**config.mk**
```make
export PLATFORM = sky130hd
export DESIGN_NAME = status_led_out_gen
export DESIGN_NICKNAME = d
export VERILOG_FILES = /design/src/rtl/sl_pkg.sv /design/src/rtl/sl_mode_decode.sv /design/src/rtl/sl_tick_timers.sv /design/src/rtl/status_led_out_gen.sv
export SDC_FILE = /design/constraint.sdc
export NUM_CORES = 1
export LEC_CHECK = 0
export BUFFER_PORTS_ARGS = -buffer_cell sky130_fd_sc_hd__buf_2
export CAP_MARGIN = 0
export CORE_UTILIZATION = 60
export DETAILED_ROUTE_END_ITERATION = 6
export PLACE_DENSITY = 0.83
export RECOVER_POWER = 100
export SLEW_MARGIN = 20
export SYNTH_ARGS = -nofsm -noshare
export SYNTH_HDL_FRONTEND = slang
export SYNTH_SLANG_ARGS = --single-unit
```
**constraint.sdc**
```tcl
create_clock -name clk_i -period 4.45 [get_ports clk_i]
set_clock_uncertainty 0.05 [all_clocks]
set_input_delay 0.89 -clock clk_i [delete_from_list [all_inputs] [get_ports clk_i]]
set_output_delay 0.89 -clock clk_i [all_outputs]
set_load 0.05 [all_outputs]
```
**src/rtl/sl_pkg.sv**
```systemverilog
package sl_pkg;

    typedef enum logic [3:0] {
        FN_BUSY_HI,
        FN_BUSY_LO,
        FN_CONST_LO,
        FN_CONST_HI,
        FN_PULSE,
        FN_FAST,
        FN_SLOW,
        FN_FAST_INV,
        FN_SLOW_INV,
        FN_AMP_LO,
        FN_AMP_HI
    } drive_fn_e;

    // fraction (num/10) of the full-scale code of a w-bit sample, rounded down
    function automatic int frac_of_full(int w, int num);
        return (((1 << w) - 1) * num) / 10;
    endfunction

endpackage

```
**src/rtl/sl_mode_decode.sv**
```systemverilog
module sl_mode_decode #(
    parameter int VARIANT = 0
) (
    input  logic                 led_mode_i,
    input  logic [1:0]           opt_i,
    output sl_pkg::drive_fn_e    fn_o
);
    import sl_pkg::*;

    generate
        if (VARIANT == 0) begin : g_var_a
            always_comb begin
                case ({led_mode_i, opt_i})
                    3'b000:  fn_o = FN_BUSY_HI;
                    3'b001:  fn_o = FN_CONST_LO;
                    3'b010:  fn_o = FN_PULSE;
                    3'b011:  fn_o = FN_CONST_HI;
                    3'b100:  fn_o = FN_FAST;
                    3'b101:  fn_o = FN_SLOW;
                    3'b110:  fn_o = FN_AMP_LO;
                    default: fn_o = FN_CONST_HI;
                endcase
            end
        end else if (VARIANT == 1) begin : g_var_b
            always_comb begin
                case ({led_mode_i, opt_i})
                    3'b000:  fn_o = FN_BUSY_HI;
                    3'b001:  fn_o = FN_CONST_LO;
                    3'b010:  fn_o = FN_PULSE;
                    3'b011:  fn_o = FN_CONST_HI;
                    3'b100:  fn_o = FN_FAST_INV;
                    3'b101:  fn_o = FN_SLOW_INV;
                    3'b110:  fn_o = FN_AMP_HI;
                    default: fn_o = FN_CONST_LO;
                endcase
            end
        end else begin : g_var_c
            always_comb begin
                case ({led_mode_i, opt_i})
                    3'b000:  fn_o = FN_BUSY_HI;
                    3'b001:  fn_o = FN_CONST_LO;
                    3'b010:  fn_o = FN_BUSY_LO;
                    3'b011:  fn_o = FN_CONST_HI;
                    3'b100:  fn_o = FN_FAST;
                    3'b101:  fn_o = FN_SLOW;
                    3'b110:  fn_o = FN_CONST_LO;
                    default: fn_o = FN_CONST_HI;
                endcase
            end
        end
    endgenerate

endmodule

```
**src/rtl/sl_tick_timers.sv**
```systemverilog
module sl_tick_timers #(
    parameter int FAST_LOG2   = 9,
    parameter int SLOW_LOG2   = 11,
    parameter int PULSE_TICKS = 256
) (
    input  logic clk_i,
    input  logic rst_ni,
    input  logic busy_i,
    input  logic sent_end_i,
    input  logic tick_i,
    output logic fast_ph_o,
    output logic slow_ph_o,
    output logic pulse_on_o
);
    localparam int CNT_W   = SLOW_LOG2 + 1;
    localparam int PULSE_W = $clog2(PULSE_TICKS + 1);

    typedef struct packed {
        logic [CNT_W-1:0]   run;
        logic [PULSE_W-1:0] pulse;
    } tmr_s;

    tmr_s tmr_d, tmr_q;

    always_comb begin
        tmr_d = tmr_q;
        if (!busy_i) begin
            tmr_d.run = '0;
        end else if (tick_i) begin
            tmr_d.run = tmr_q.run + 1'b1;
        end
        if (sent_end_i) begin
            tmr_d.pulse = PULSE_W'(PULSE_TICKS);
        end else if (tick_i && (tmr_q.pulse != '0)) begin
            tmr_d.pulse = tmr_q.pulse - 1'b1;
        end
    end

    always_ff @(posedge clk_i or negedge rst_ni) begin
        if (!rst_ni) begin
            tmr_q <= '0;
        end else begin
            tmr_q <= tmr_d;
        end
    end

    // phases are taken from the next state so the pin changes on the same edge
    assign fast_ph_o  = tmr_d.run[FAST_LOG2];
    assign slow_ph_o  = tmr_d.run[SLOW_LOG2];
    assign pulse_on_o = (tmr_d.pulse != '0);

endmodule

```
**src/rtl/status_led_out_gen.sv**
```systemverilog
module status_led_out_gen #(
    parameter int VARIANT     = 0,
    parameter int SAMPLE_W    = 8,
    parameter int FAST_LOG2   = 9,
    parameter int SLOW_LOG2   = 11,
    parameter int PULSE_TICKS = 256
) (
    input  logic                clk_i,
    input  logic                rst_ni,
    input  logic                led_mode_i,
    input  logic [1:0]          opt_i,
    input  logic                init_level_i,
    input  logic                busy_i,
    input  logic                sent_end_i,
    input  logic [SAMPLE_W-1:0] sample_i,
    input  logic                tick_i,
    output logic                pin_o
);
    import sl_pkg::*;

    localparam int THR_LO = frac_of_full(SAMPLE_W, 7);
    localparam int THR_HI = frac_of_full(SAMPLE_W, 9);

    typedef struct packed {
        logic started;
        logic drive;
    } out_s;

    out_s      out_d, out_q;
    drive_fn_e fn;
    logic      fast_ph, slow_ph, pulse_on;
    logic      fast_lvl, slow_lvl;

    sl_mode_decode #(.VARIANT(VARIANT)) i_decode (
        .led_mode_i (led_mode_i),
        .opt_i      (opt_i),
        .fn_o       (fn)
    );

    sl_tick_timers #(
        .FAST_LOG2   (FAST_LOG2),
        .SLOW_LOG2   (SLOW_LOG2),
        .PULSE_TICKS (PULSE_TICKS)
    ) i_timers (
        .clk_i      (clk_i),
        .rst_ni     (rst_ni),
        .busy_i     (busy_i),
        .sent_end_i (sent_end_i),
        .tick_i     (tick_i),
        .fast_ph_o  (fast_ph),
        .slow_ph_o  (slow_ph),
        .pulse_on_o (pulse_on)
    );

    // non-inverted blink: low during the first phase, high while idle
    assign fast_lvl = busy_i ? fast_ph : 1'b1;
    assign slow_lvl = busy_i ? slow_ph : 1'b1;

    always_comb begin
        out_d         = out_q;
        out_d.started = out_q.started | busy_i | sent_end_i;
        case (fn)
            FN_BUSY_HI:  out_d.drive = busy_i;
            FN_BUSY_LO:  out_d.drive = ~busy_i;
            FN_CONST_LO: out_d.drive = 1'b0;
            FN_CONST_HI: out_d.drive = 1'b1;
            FN_PULSE:    out_d.drive = pulse_on;
            FN_FAST:     out_d.drive = fast_lvl;
            FN_SLOW:     out_d.drive = slow_lvl;
            FN_FAST_INV: out_d.drive = ~fast_lvl;
            FN_SLOW_INV: out_d.drive = ~slow_lvl;
            FN_AMP_LO:   out_d.drive = ~(sample_i > SAMPLE_W'(THR_LO));
            FN_AMP_HI:   out_d.drive = ~(sample_i > SAMPLE_W'(THR_HI));
            default:     out_d.drive = 1'b1;
        endcase
    end

    always_ff @(posedge clk_i or negedge rst_ni) begin
        if (!rst_ni) begin
            out_q <= '{started: 1'b0, drive: 1'b1};
        end else begin
            out_q <= out_d;
        end
    end

    assign pin_o = out_q.started ? out_q.drive : init_level_i;

endmodule

```
Word level (Yosys, flattened, before mapping)
Index checks and enable logic that the tools add are counted.
{ "word_totals": {"regBits": 23, "in_bits": 17, "output_inout_bits": 1, "word_cells": 45} }
{ "classes": {"bitwise_logic": 7, "reduce_logical": 5, "n_mux": 9, "add_sub_neg": 2, "n_eq_ne": 15, "n_lt_le_gt_ge": 2} }
{ "op_table": {"columns": ["cell", "count"], "rows": [
  ["$mux W12", 2],
  ["$pmux W4 S6", 1],
  ["$mux W9", 2],
  ["$reduce_bool A9 Y1", 2],
  ["$eq A4 B3 Y1 const B", 4],
  ["$gt A8 B8 Y1 const B", 2],
  ["$add A12 B1 Y12 const B", 1],
  ["$eq A4 B4 Y1 const B", 3],
  ["$pmux W1 S10", 1],
  ["$eq A3 B3 Y1 const B", 3],
  ["$sub A9 B1 Y9 const B", 1],
  ["$not A1 Y1", 5],
  ["$eq A4 B1 Y1 const B", 1],
  ["$eq A4 B2 Y1 const B", 1],
  ["$logic_not A4 Y1", 1],
  ["$eq A3 B1 Y1 const B", 1],
  ["$eq A3 B2 Y1 const B", 1],
  ["$logic_not A3 Y1", 1],
  ["$mux W1", 3],
  ["$ne A2 B1 Y1 const B", 1],
  ["$or A1 B1 Y1", 2],
  ["$logic_and A1 B1 Y1", 1]
]} }

Logic depth before layout (Yosys ltp)
Gate-level depths: netlist of the first run.
{ "depth": {"depth_word": 6, "mapped_depth": 8, "mapped_depth_nobuf": 8} }

By module
A second synthesis of the first run with hierarchy kept.
{ "hier_totals": {"hier_cells": 163, "hier_area_um2": 1515.2} }
{ "by_module_without_submodules": {"columns": ["mod", "area_per_inst_um2", "seq_area_each_um2", "n_inst", "cells_each"], "rows": [
  ["sl_tick_timers", 1233.7, 525.5, 1, 132],
  ["status_led_out_gen", 237.7, 51.3, 1, 26],
  ["sl_mode_decode", 43.8, 0.0, 1, 5]
]} }

Least setup slack after synthesis of the first run
Ideal clock, no wire load.
{ "synth_timing": {"path_kind": "input -> register", "startpoint": "input port tick_i", "endpoint": "register out_q[0] in the netlist's numbering", "setup_time_ps": 79, "path_buffers": 0, "cell_stages": 6, "setup_slack_ps": 1619, "arrival_time_ps": 2701, "t_required_ps": 4321, "path_cell_list": "or4b_1 > a2111oi_2 > xnor2_1 > o211ai_1 > or4_1 > a22o_1"} }
{ "synth_rtl": {"columns": ["element", "line_no", "rtl"], "rows": [
  ["start: declaration", "status_led_out_gen.sv:16", "input logic tick_i,"],
  ["end signal: assignment", "status_led_out_gen.sv:80", "out_q <= '{started: 1'b0, drive: 1'b1};"],
  ["end signal: assignment", "status_led_out_gen.sv:82", "out_q <= out_d;"],
  ["end: declaration", "status_led_out_gen.sv:29", "out_s out_d, out_q;"]
]} }

==> impl_metrics.py, run 1 <==
metrics = {
    "setup_path": {
        "worst_path_max_delay_cell": "or4b_1",
        "cp_top_family": "simple AND/OR/NAND/NOR gates",
        "critPathBufInv": 1,
        "cp_cell_sequence": "clkbuf_1 -> or4b_1 -> a2111oi_0 -> xnor2_1 -> o211ai_1 -> or4_1 -> a22o_1",
        "cp_slowest_stage_delay_ns": 0.55,
        "startpoint_type": "primary input",
        "cp.required_ns": 4.65,
        "arrival_ns": 3.37,
        "crit_path_end_kind": "flop",
        "crit_type": "in2reg",
        "path_max_fanout": 13,
    },
    "yosys": {
        "yosys.area_share.simple_pct": 26.0,
        "synthTopCellsByCount": "dfrtp_1 (22), xnor2_1 (11), nand2_1 (10), nor2_1 (10), and2_1 (9)",
        "synthMuxAreaShare_pct": 2.76,
        "synth-xor-area-share_pct": 8.67,
        "synth.largest_area_cell": "dfrtp_1",
        "syn_nets": 147,
        "synth.distinct_cells": 44,
        "synth_top_family_by_area": "simple AND/OR/NAND/NOR gates",
        "async_reset_ff_share_pct": 100,
        "synth_compound_area_share_pct": 14.7,
        "avgSynthCellArea_um2": 10.3,
        "yosysTopAreaCellShare_pct": 41.9,
        "synthMostInstantiatedCell": "dfrtp_1",
        "synth-edff-count": 0,
        "yosys_warnings": 0,
        "synthTopCellsByArea": "dfrtp_1 (42%), xnor2_1 (7.3%), and2_1 (4.3%)",
        "ys_ff_latch": 23,
        "yosys.area_share.adder_pct": 1.91,
        "synth_area_mm2": 0.00131,
        "yosysSeqAreaShare_pct": 43.9,
        "syn-instance-count": 128,
        "synth_ff_type": "dfrtp_1",
    },
    "timing": {
        "setup_slack_ns": 1.29,
        "rsz0062_at_grt": "false",
        "worst_pin_slew_ns": 1.18,
        "finalSetupViolCount": 0,
        "finalMaxSlewViolations": 0,
        "fin_crit_sh_pct": 71.0,
        "fin_hold_ws_ns": 0.440,
        "tns_ns": 0,
        "layout_min_cycle_time_ns": 3.16,
        "hold_violations": 0,
        "maxSlewHeadroom_pct": 21.2,
        "fmax_ghz": 0.316,
    },
    "grt": {
        "grt_max_degree": 24,
        "grt_pass1_vias": 1042,
        "grt_util_met1_pct": 31.0,
        "track_usage_pct": 24.3,
        "grt_use_met2_pct": 43.1,
        "overflow": 0,
        "grt_first_pass_wirelength_um": 4490,
        "antenna_found_initial": 0,
        "busiest_layer": "met2",
        "grt_use_met3_pct": 2.80,
    },
    "clocking": {
        "htreeDepth": 1,
        "post_cts_buffers": 0,
        "cts_made_buffers": 3,
        "hold_buffers": 0,
        "clock_latency_ns": 0.31,
        "cts_buffer_depth": 2,
        "cts_tree": "built",
        "cts_root_buf": "clkbuf_4",
        "cts_resized": 0,
        "numClockSinks": 23,
        "clk_pin_slew_ns": 0.12,
    },
    "die": {
        "die_w_um": 48.8,
        "dieHeight_um": 48.8,
        "core.rowCount": 16,
        "die_area_mm2": 0.00238,
        "start_util_pct": 65.6,
        "core_area_mm2": 0.00200,
        "ios": 18,
    },
    "placed_design": {
        "dp_hpwl_um": 1910,
        "gp_congestion": 0.847,
        "port_buffers": 17,
        "place_area_mm2": 0.00142,
        "place_ws_ns": 1.29,
    },
    "routing": {
        "detailedRoute.firstPassIterationCount": 4,
        "routed_via_density": 5.92,
        "drt_iter0_markers": 16,
        "drt-total-wl_um": 2570,
        "ant_nets": 0,
        "vias": 1025,
        "drc": 0,
        "wire_per_inst_um": 14.9,
    },
    "layout": {
        "antennaDiodeCount": 0,
        "layout-drive-gt1-share_pct": 17.1,
        "nets": 166,
        "final_cell_area_mm2": 0.00143,
        "fillers": 161,
        "synthToLayoutAreaGrowth_pct": 8.77,
    },
    "pwr": {
        "ir_drop_v": 0.000309,
        "leakagePower_uw": 0.000607,
        "power.density_mw_per_mm2": 329,
        "power_uw": 469,
    },
    "worst_hold_path": {
        "hold_class": "reg2reg",
    },
    "run": {
        "maxCapViolCount": 0,
    },
    "outcome": {
        "status": "complete, no violations",
    },
}
-- path summary, 6_finish.rpt --
kind                                    from                 end  slack (ns)  cells after the start
max                                   tick_i            out_q[0]        1.29                      7
min                                 out_q[1]            out_q[1]        0.44                      1
max reg2reg                i_timers.tmr_q[0]            out_q[0]        1.61                      8
min reg2reg                         out_q[1]            out_q[1]        0.44                      1
max in group asynchronous             rst_ni   i_timers.tmr_q[2]        2.92                      1
min in group asynchronous             rst_ni  i_timers.tmr_q[16]        0.73                      1
-- flip-flops by register name, summed over array words and instances, names as in the netlist --
name,flops
out_q,2
i_timers.tmr_q,21
-- metal layers --
| metal | vias to the layer above | part of all wire [%] | wire (um) |
|---|---|---|---|
| li1 | 501 | - | - |
| met1 | 490 | 45 | 1150 |
| met2 | 32 | 51 | 1310 |
| met3 | 2 | 4.0 | 103 |
| met4 | 0 | 0.43 | 11 |
| met5 | - | 0 | 0 |
-- cell type report --
| class | instances | area (um^2) | area share (%) |
|---|---|---|---|
| Multi-Input combinational cell | 98 | 692 | 48.5 |
| Timing Repair Buffer | 17 | 80.1 | 5.61 |
| Clock inverter | 1 | 7.51 | 0.526 |
| Tap cell | 27 | 33.8 | 2.37 |
| Clock buffer | 3 | 22.5 | 1.58 |
| Sequential cell | 23 | 577 | 40.4 |
| Inverter | 4 | 15.0 | 1.05 |
-- cells by family after synthesis --
group                    count (synthesis)
buffers and inverters                    7
adder cells (fa/ha/maj)                  2
AND/OR/NAND/NOR                         57
XOR/XNOR                                13
flip-flops                              23
AO/OA/AOI/OAI                           23
multiplexers                             3
-- cell usage in the layout (no fill, tap or decap), types with 2 or more instances in the layout --
cell | netlist | routed
a211oi_1 | 4 | 5
a21boi_0 | 1 | 2
a21oi_1 | 4 | 4
and2_0 | 0 | 6
and2_1 | 9 | 3
and3_1 | 2 | 2
buf_2 | 0 | 13
clkbuf_1 | 3 | 4
clkbuf_4 | 0 | 3
dfrtp_1 | 22 | 22
ha_1 | 2 | 2
inv_1 | 3 | 4
nand2_1 | 10 | 10
nand3_1 | 4 | 4
nand4_1 | 3 | 3
nand4b_1 | 2 | 2
nor2_1 | 10 | 10
nor2b_1 | 4 | 4
nor3_1 | 2 | 2
o21ai_0 | 2 | 2
or2_2 | 2 | 2
or3_1 | 3 | 3
xnor2_1 | 11 | 11
xor2_1 | 2 | 2
-- power breakdown --
part           leakage, uW  switching, uW  total (uW)  internal [uW]
Sequential        0.000301           24.0         250            226
Clock            0.0000139           64.2        98.5           34.3
Combinational     0.000291           66.4         121           54.1
Total             0.000607            155         469            315
-- metrics by stage --
| step | cells | util, % |
|---|---|---|
| CTS | 173 | 72.4 |
| floorplan | 128 | - |
| detailed placement | 169 | 70.9 |
| global route | 173 | 71.3 |
| global placement | 169 | 70.9 |
| finish | 173 | 71.3 |
Note: power is estimated with default switching activity, not from simulation.
==> inputs of run 2 (changes only) <==
--- a/config.mk
+++ b/config.mk
@@ -7,9 +7,9 @@
 export LEC_CHECK = 0
 export BUFFER_PORTS_ARGS = -buffer_cell sky130_fd_sc_hd__buf_2
 export CAP_MARGIN = 0
-export CORE_UTILIZATION = 60
+export CORE_UTILIZATION = 50
 export DETAILED_ROUTE_END_ITERATION = 6
-export PLACE_DENSITY = 0.83
+export PLACE_DENSITY = 0.74
 export RECOVER_POWER = 100
 export SLEW_MARGIN = 20
 export SYNTH_ARGS = -nofsm -noshare
==> constraint.sdc (replaced) <==
create_clock -name clk_i -period 2.9 [get_ports clk_i]
set_clock_uncertainty 0.05 [all_clocks]
set_input_delay 0.58 -clock clk_i [delete_from_list [all_inputs] [get_ports clk_i]]
set_output_delay 0.58 -clock clk_i [all_outputs]
set_load 0.05 [all_outputs]
==> run 2 against run 1 <==
  * Non-clock buffer count is 1 higher
  * First-iteration DRC count is 13% lower
  * Cell area is 1.3% higher
  * Register-to-register slack worse by 1.3 ns
  * Worst hold slack better by 0.0073 ns
  * Total power is 54% higher
==> impl_metrics.py, run 2 (same netlist as run 1, synthesis figures left out) <==
metrics = {
    "timing": {
        "finalSetupViolCount": 0,
        "rsz0062_at_grt": "false",
        "hold_violations": 0,
        "fin_crit_sh_pct": 88.8,
        "layout_min_cycle_time_ns": 2.58,
        "setup_slack_ns": 0.324,
        "finalMaxSlewViolations": 0,
        "fmax_ghz": 0.388,
        "worst_pin_slew_ns": 1.23,
        "maxSlewHeadroom_pct": 17.9,
        "tns_ns": 0,
    },
    "grt": {
        "antenna_found_initial": 0,
        "grt_pass1_vias": 965,
        "overflow": 0,
        "grt_max_degree": 24,
        "track_usage_pct": 20.2,
        "grt_first_pass_wirelength_um": 4130,
    },
    "layout": {
        "layout-drive-gt1-share_pct": 19.0,
        "mostFrequentLayoutCells": "dfrtp_1 (22), buf_2 (14), xnor2_1 (11)",
        "antennaDiodeCount": 0,
        "nets": 167,
        "synthToLayoutAreaGrowth_pct": 10.2,
        "reg_top3": "i_timers.tmr_q (21), out_q (2)",
        "final_util_pct": 58.4,
        "final_cells": 177,
        "final_common_cell": "dfrtp_1",
        "regMostFlops": "i_timers.tmr_q",
        "largest_reg_flops": 21,
    },
    "clocking": {
        "clk_pin_slew_ns": 0.13,
        "htreeDepth": 1,
        "cts_root_buf": "clkbuf_4",
        "cts_buffer_depth": 2,
        "cts_resized": 0,
        "hold_buffers": 0,
        "cts_tree": "built",
        "numClockSinks": 23,
        "cts_made_buffers": 3,
        "clock_latency_ns": 0.30,
        "post_cts_buffers": 0,
    },
    "placed_design": {
        "dp_cells": 173,
        "port_buffers": 17,
        "place_ws_ns": 0.186,
        "dp_hpwl_um": 1850,
        "gp_congestion": 0.772,
    },
    "pwr": {
        "leakagePower_uw": 0.000618,
        "power.density_mw_per_mm2": 500,
        "ir_drop_v": 0.000294,
    },
    "setup_path": {
        "critPathLaunch": "i_timers.tmr_q[2]",
        "ff2ff_path_depth": 6,
        "cp_cell_sequence": "or4b_1 -> a211oi_1 -> mux2_4 -> nand4b_1 -> or4_1 -> a22o_1",
        "startpoint_type": "flop",
        "crit_path_end": "out_q[0]",
        "arrival_ns": 2.78,
        "crit_path_end_kind": "flop",
        "cp_slowest_stage_delay_ns": 0.60,
        "crit_type": "reg2reg",
        "path_max_fanout": 5,
        "cp.required_ns": 3.11,
        "r2r_end": "out_q[0]",
        "worst_path_max_delay_cell": "or4b_1",
        "regToRegSetupSlack_ns": 0.32,
        "r2r_start": "i_timers.tmr_q[2]",
    },
    "worst_hold_path": {
        "hold_class": "in2async",
    },
    "routing": {
        "wire_per_inst_um": 14.0,
        "ant_nets": 0,
        "drc": 0,
        "detailedRoute.firstPassIterationCount": 4,
        "vias": 1021,
        "drt-total-wl_um": 2470,
        "routed_via_density": 5.77,
        "drt_iter0_markers": 14,
    },
    "die": {
        "ios": 18,
        "dieHeight_um": 53.2,
        "start_util_pct": 53.0,
        "die_w_um": 53.2,
        "core_area_mm2": 0.00248,
        "die_area_mm2": 0.00283,
        "core.rowCount": 18,
    },
    "run": {
        "maxCapViolCount": 0,
    },
    "outcome": {
        "status": "complete, no violations",
    },
}
run 2: cell count changes in the layout (fill, tap and decap cells not counted), sizes merged:
cell      before  now
buf           13   14
clkinv         0    1
clkinvlp       1    0
run 2: stage by stage:
step / hold WS, ns / area (um^2) / total power, uW
after floorplan: 0.234 / 1310 / 529
after global placement: 0.412 / 1430 / 575
after detailed placement: 0.469 / 1430 / 586
after CTS: 0.187 / 1460 / 737
after global routing: 0.513 / 1450 / 775
final: 0.448 / 1450 / 723
run 2: final cells by class:
type                            instances  area, um^2
Inverter                                4        15.0
Clock buffer                            3        22.5
Timing Repair Buffer                   18        85.1
Tap cell                               30        37.5
Clock inverter                          1        5.00
Multi-Input combinational cell         98         704
Sequential cell                        23         577
Fill cell                             229        1030
run 2: worst min path at each step:
stage | startpoint | endpoint | cells past startpoint
2_1_floorplan | rst_ni | i_timers.tmr_q[0] | 0
3_3_place_gp | out_q[1] | out_q[1] | 1
3_5_place_dp | out_q[1] | out_q[1] | 1
4_1_cts | rst_ni | i_timers.tmr_q[4] | 1
5_1_grt | out_q[1] | out_q[1] | 1
6_report | rst_ni | i_timers.tmr_q[2] | 1
run 2: power by group:
| part | switching (uW) | internal (uW) | leakage (uW) |
|---|---|---|---|
| logic | 105 | 87.3 | 0.000299 |
| registers | 36.0 | 347 | 0.000301 |
| clock network | 96.5 | 51.4 | 0.0000177 |
run 2: critical path: cells and delay by family, from the launching register on:
kind,cells,cell delay (ns)
mux,1,0.34
flops,1,0.45
simple gates,3,1.16
compound gates,2,0.53
run 2: per-layer routing:
| metal | GRT usage [%] | wire [um] | vias to the layer above |
|---|---|---|---|
| met5 | 0 | 0 | - |
| li1 | - | - | 498 |
| met2 | 33.1 | 1180 | 21 |
| met4 | 8.33 | 14 | 0 |
| met3 | 3.16 | 107 | 2 |
| met1 | 26.2 | 1170 | 500 |
==> inputs of run 3 (changes only) <==
--- a/config.mk
+++ b/config.mk
@@ -11,6 +11,7 @@
 export DETAILED_ROUTE_END_ITERATION = 6
 export PLACE_DENSITY = 0.74
 export RECOVER_POWER = 100
+export SETUP_SLACK_MARGIN = 0.5
 export SLEW_MARGIN = 20
 export SYNTH_ARGS = -nofsm -noshare
 export SYNTH_HDL_FRONTEND = slang
==> run 3 against run 2 <==
  * Cell area is 1.5% higher
  * Fmax is 1.6% higher
  * Global-route usage is 0.90 points higher
  * Worst hold slack worse by 0.0076 ns
  * Critical path depth stayed put
  * First-iteration DRC count is 7.1% higher
  * Largest cell class unchanged
==> impl_metrics.py, run 3 (same netlist as run 1, synthesis figures left out) <==
metrics = {
    "clocking": {
        "cts_made_buffers": 3,
        "hold_buffers": 0,
        "htreeDepth": 1,
        "cts_tree": "built",
        "clock_latency_ns": 0.31,
        "cts_buffer_depth": 2,
        "clk_pin_slew_ns": 0.13,
        "cts_root_buf": "clkbuf_4",
        "numClockSinks": 23,
    },
    "setup_path": {
        "cp_cell_sequence": "or4b_4 -> a2111oi_0 -> xnor2_1 -> o211ai_1 -> or4_1 -> a22o_1",
        "cp_top_family": "simple AND/OR/NAND/NOR gates",
        "critPathBufInv": 0,
        "worst_path_max_delay_cell": "or4b_4",
        "path_max_fanout": 4,
        "crit_type": "reg2reg",
        "startpoint_type": "flop",
        "cp.required_ns": 3.11,
        "arrival_ns": 2.74,
        "crit_path_end_kind": "flop",
        "cp_slowest_stage_delay_ns": 0.54,
    },
    "routing": {
        "vias": 1043,
        "detailedRoute.firstPassIterationCount": 4,
        "drt-total-wl_um": 2750,
        "wire_per_inst_um": 15.4,
        "drt_iter0_markers": 15,
        "drc": 0,
        "ant_nets": 0,
        "routed_via_density": 5.83,
    },
    "outcome": {
        "status": "complete, no violations",
    },
    "run": {
        "maxCapViolCount": 0,
    },
    "die": {
        "ios": 18,
        "core.rowCount": 18,
        "start_util_pct": 53.0,
        "core_area_mm2": 0.00248,
        "die_w_um": 53.2,
        "die_area_mm2": 0.00283,
        "dieHeight_um": 53.2,
    },
    "layout": {
        "final_cell_area_mm2": 0.00147,
        "mostFrequentLayoutCells": "dfrtp_1 (21), buf_2 (14), xnor2_1 (11)",
        "final_common_cell": "dfrtp_1",
        "nets": 169,
        "antennaDiodeCount": 0,
        "fillers": 207,
        "reg_top3": "i_timers.tmr_q (21), out_q (2)",
        "layout-drive-gt1-share_pct": 20.1,
        "regMostFlops": "i_timers.tmr_q",
        "final_util_pct": 59.2,
        "largest_reg_flops": 21,
        "synthToLayoutAreaGrowth_pct": 11.8,
    },
    "pwr": {
        "power.density_mw_per_mm2": 507,
        "power_uw": 744,
        "ir_drop_v": 0.000279,
        "leakagePower_uw": 0.000622,
    },
    "grt": {
        "track_usage_pct": 21.1,
        "grt_pass1_vias": 1003,
        "busiest_layer": "met2",
        "grt_use_met3_pct": 2.59,
        "grt_util_met1_pct": 27.5,
        "grt_use_met2_pct": 36.0,
        "grt_first_pass_wirelength_um": 4260,
        "antenna_found_initial": 0,
        "overflow": 0,
        "grt_max_degree": 24,
    },
    "timing": {
        "finalSetupViolCount": 0,
        "fmax_ghz": 0.394,
        "worst_pin_slew_ns": 1.28,
        "tns_ns": 0,
        "fin_crit_sh_pct": 87.5,
        "hold_violations": 0,
        "finalMaxSlewViolations": 0,
        "layout_min_cycle_time_ns": 2.54,
        "rsz0062_at_grt": "true",
        "maxSlewHeadroom_pct": 14.5,
        "fin_hold_ws_ns": 0.440,
    },
    "placed_design": {
        "place_area_mm2": 0.00145,
        "dp_hpwl_um": 1930,
        "gp_congestion": 0.822,
        "port_buffers": 17,
    },
    "worst_hold_path": {
        "hold_class": "reg2reg",
    },
}
==> run 3: area by class of cell <==
type | instances | area (um^2) | area share, %
tap | 30 | 37.5 | 2.56
inverter | 4 | 15.0 | 1.02
sequential | 23 | 578 | 39.4
clock buffer | 4 | 26.3 | 1.79
timing repair buffer | 20 | 100 | 6.82
multi-input combinational | 98 | 711 | 48.4
==> run 3: worst register-to-register path: cells and delay by family, from the launching register on <==
family	cells	cell delay (ns)
compound gates	3	0.79
xor+xnor	1	0.22
flops	1	0.43
simple gates	2	1.01
==> run 3: timing repair <==
item | in CTS | in global routing
pin swaps | 0 | 1
gates resized for setup | 4 | 1
setup buffers | 1 | 1
setup endpoints to repair | 1 | 1
==> run 3: stage by stage <==
stage | cells | setup slack (ns)
global route | 179 | 0.240
finish | 179 | 0.363
detailed placement | 173 | 0.319
global placement | 173 | 0.345
CTS | 178 | 0.506
floorplan | 128 | 0.467
==> run 3: path summary, 6_finish.rpt <==
path                                   start                end  slack (ns)  depth (start not counted)
max in group asynchronous             rst_ni  i_timers.tmr_q[2]        1.50                          1
hold reg to reg                     out_q[1]           out_q[1]        0.44                          1
hold / removal                      out_q[1]           out_q[1]        0.44                          1
min in group asynchronous             rst_ni  i_timers.tmr_q[6]        0.47                          1
setup reg to reg           i_timers.tmr_q[2]           out_q[0]        0.36                          6
setup / recovery           i_timers.tmr_q[2]           out_q[0]        0.36                          6
==> run 3: metal layers <==
layer  share of wire [%]  routed length (um)
met1                  46                1280
met2                  48                1320
met5                   0                   0
met4                0.87                  24
met3                 4.6                 126
==> run 3: power breakdown <==
group	leakage, uW	switching, uW	internal [uW]
clock	0.0000150	94.5	53.7
sequential	0.000300	37.7	348
combinational	0.000307	110	100
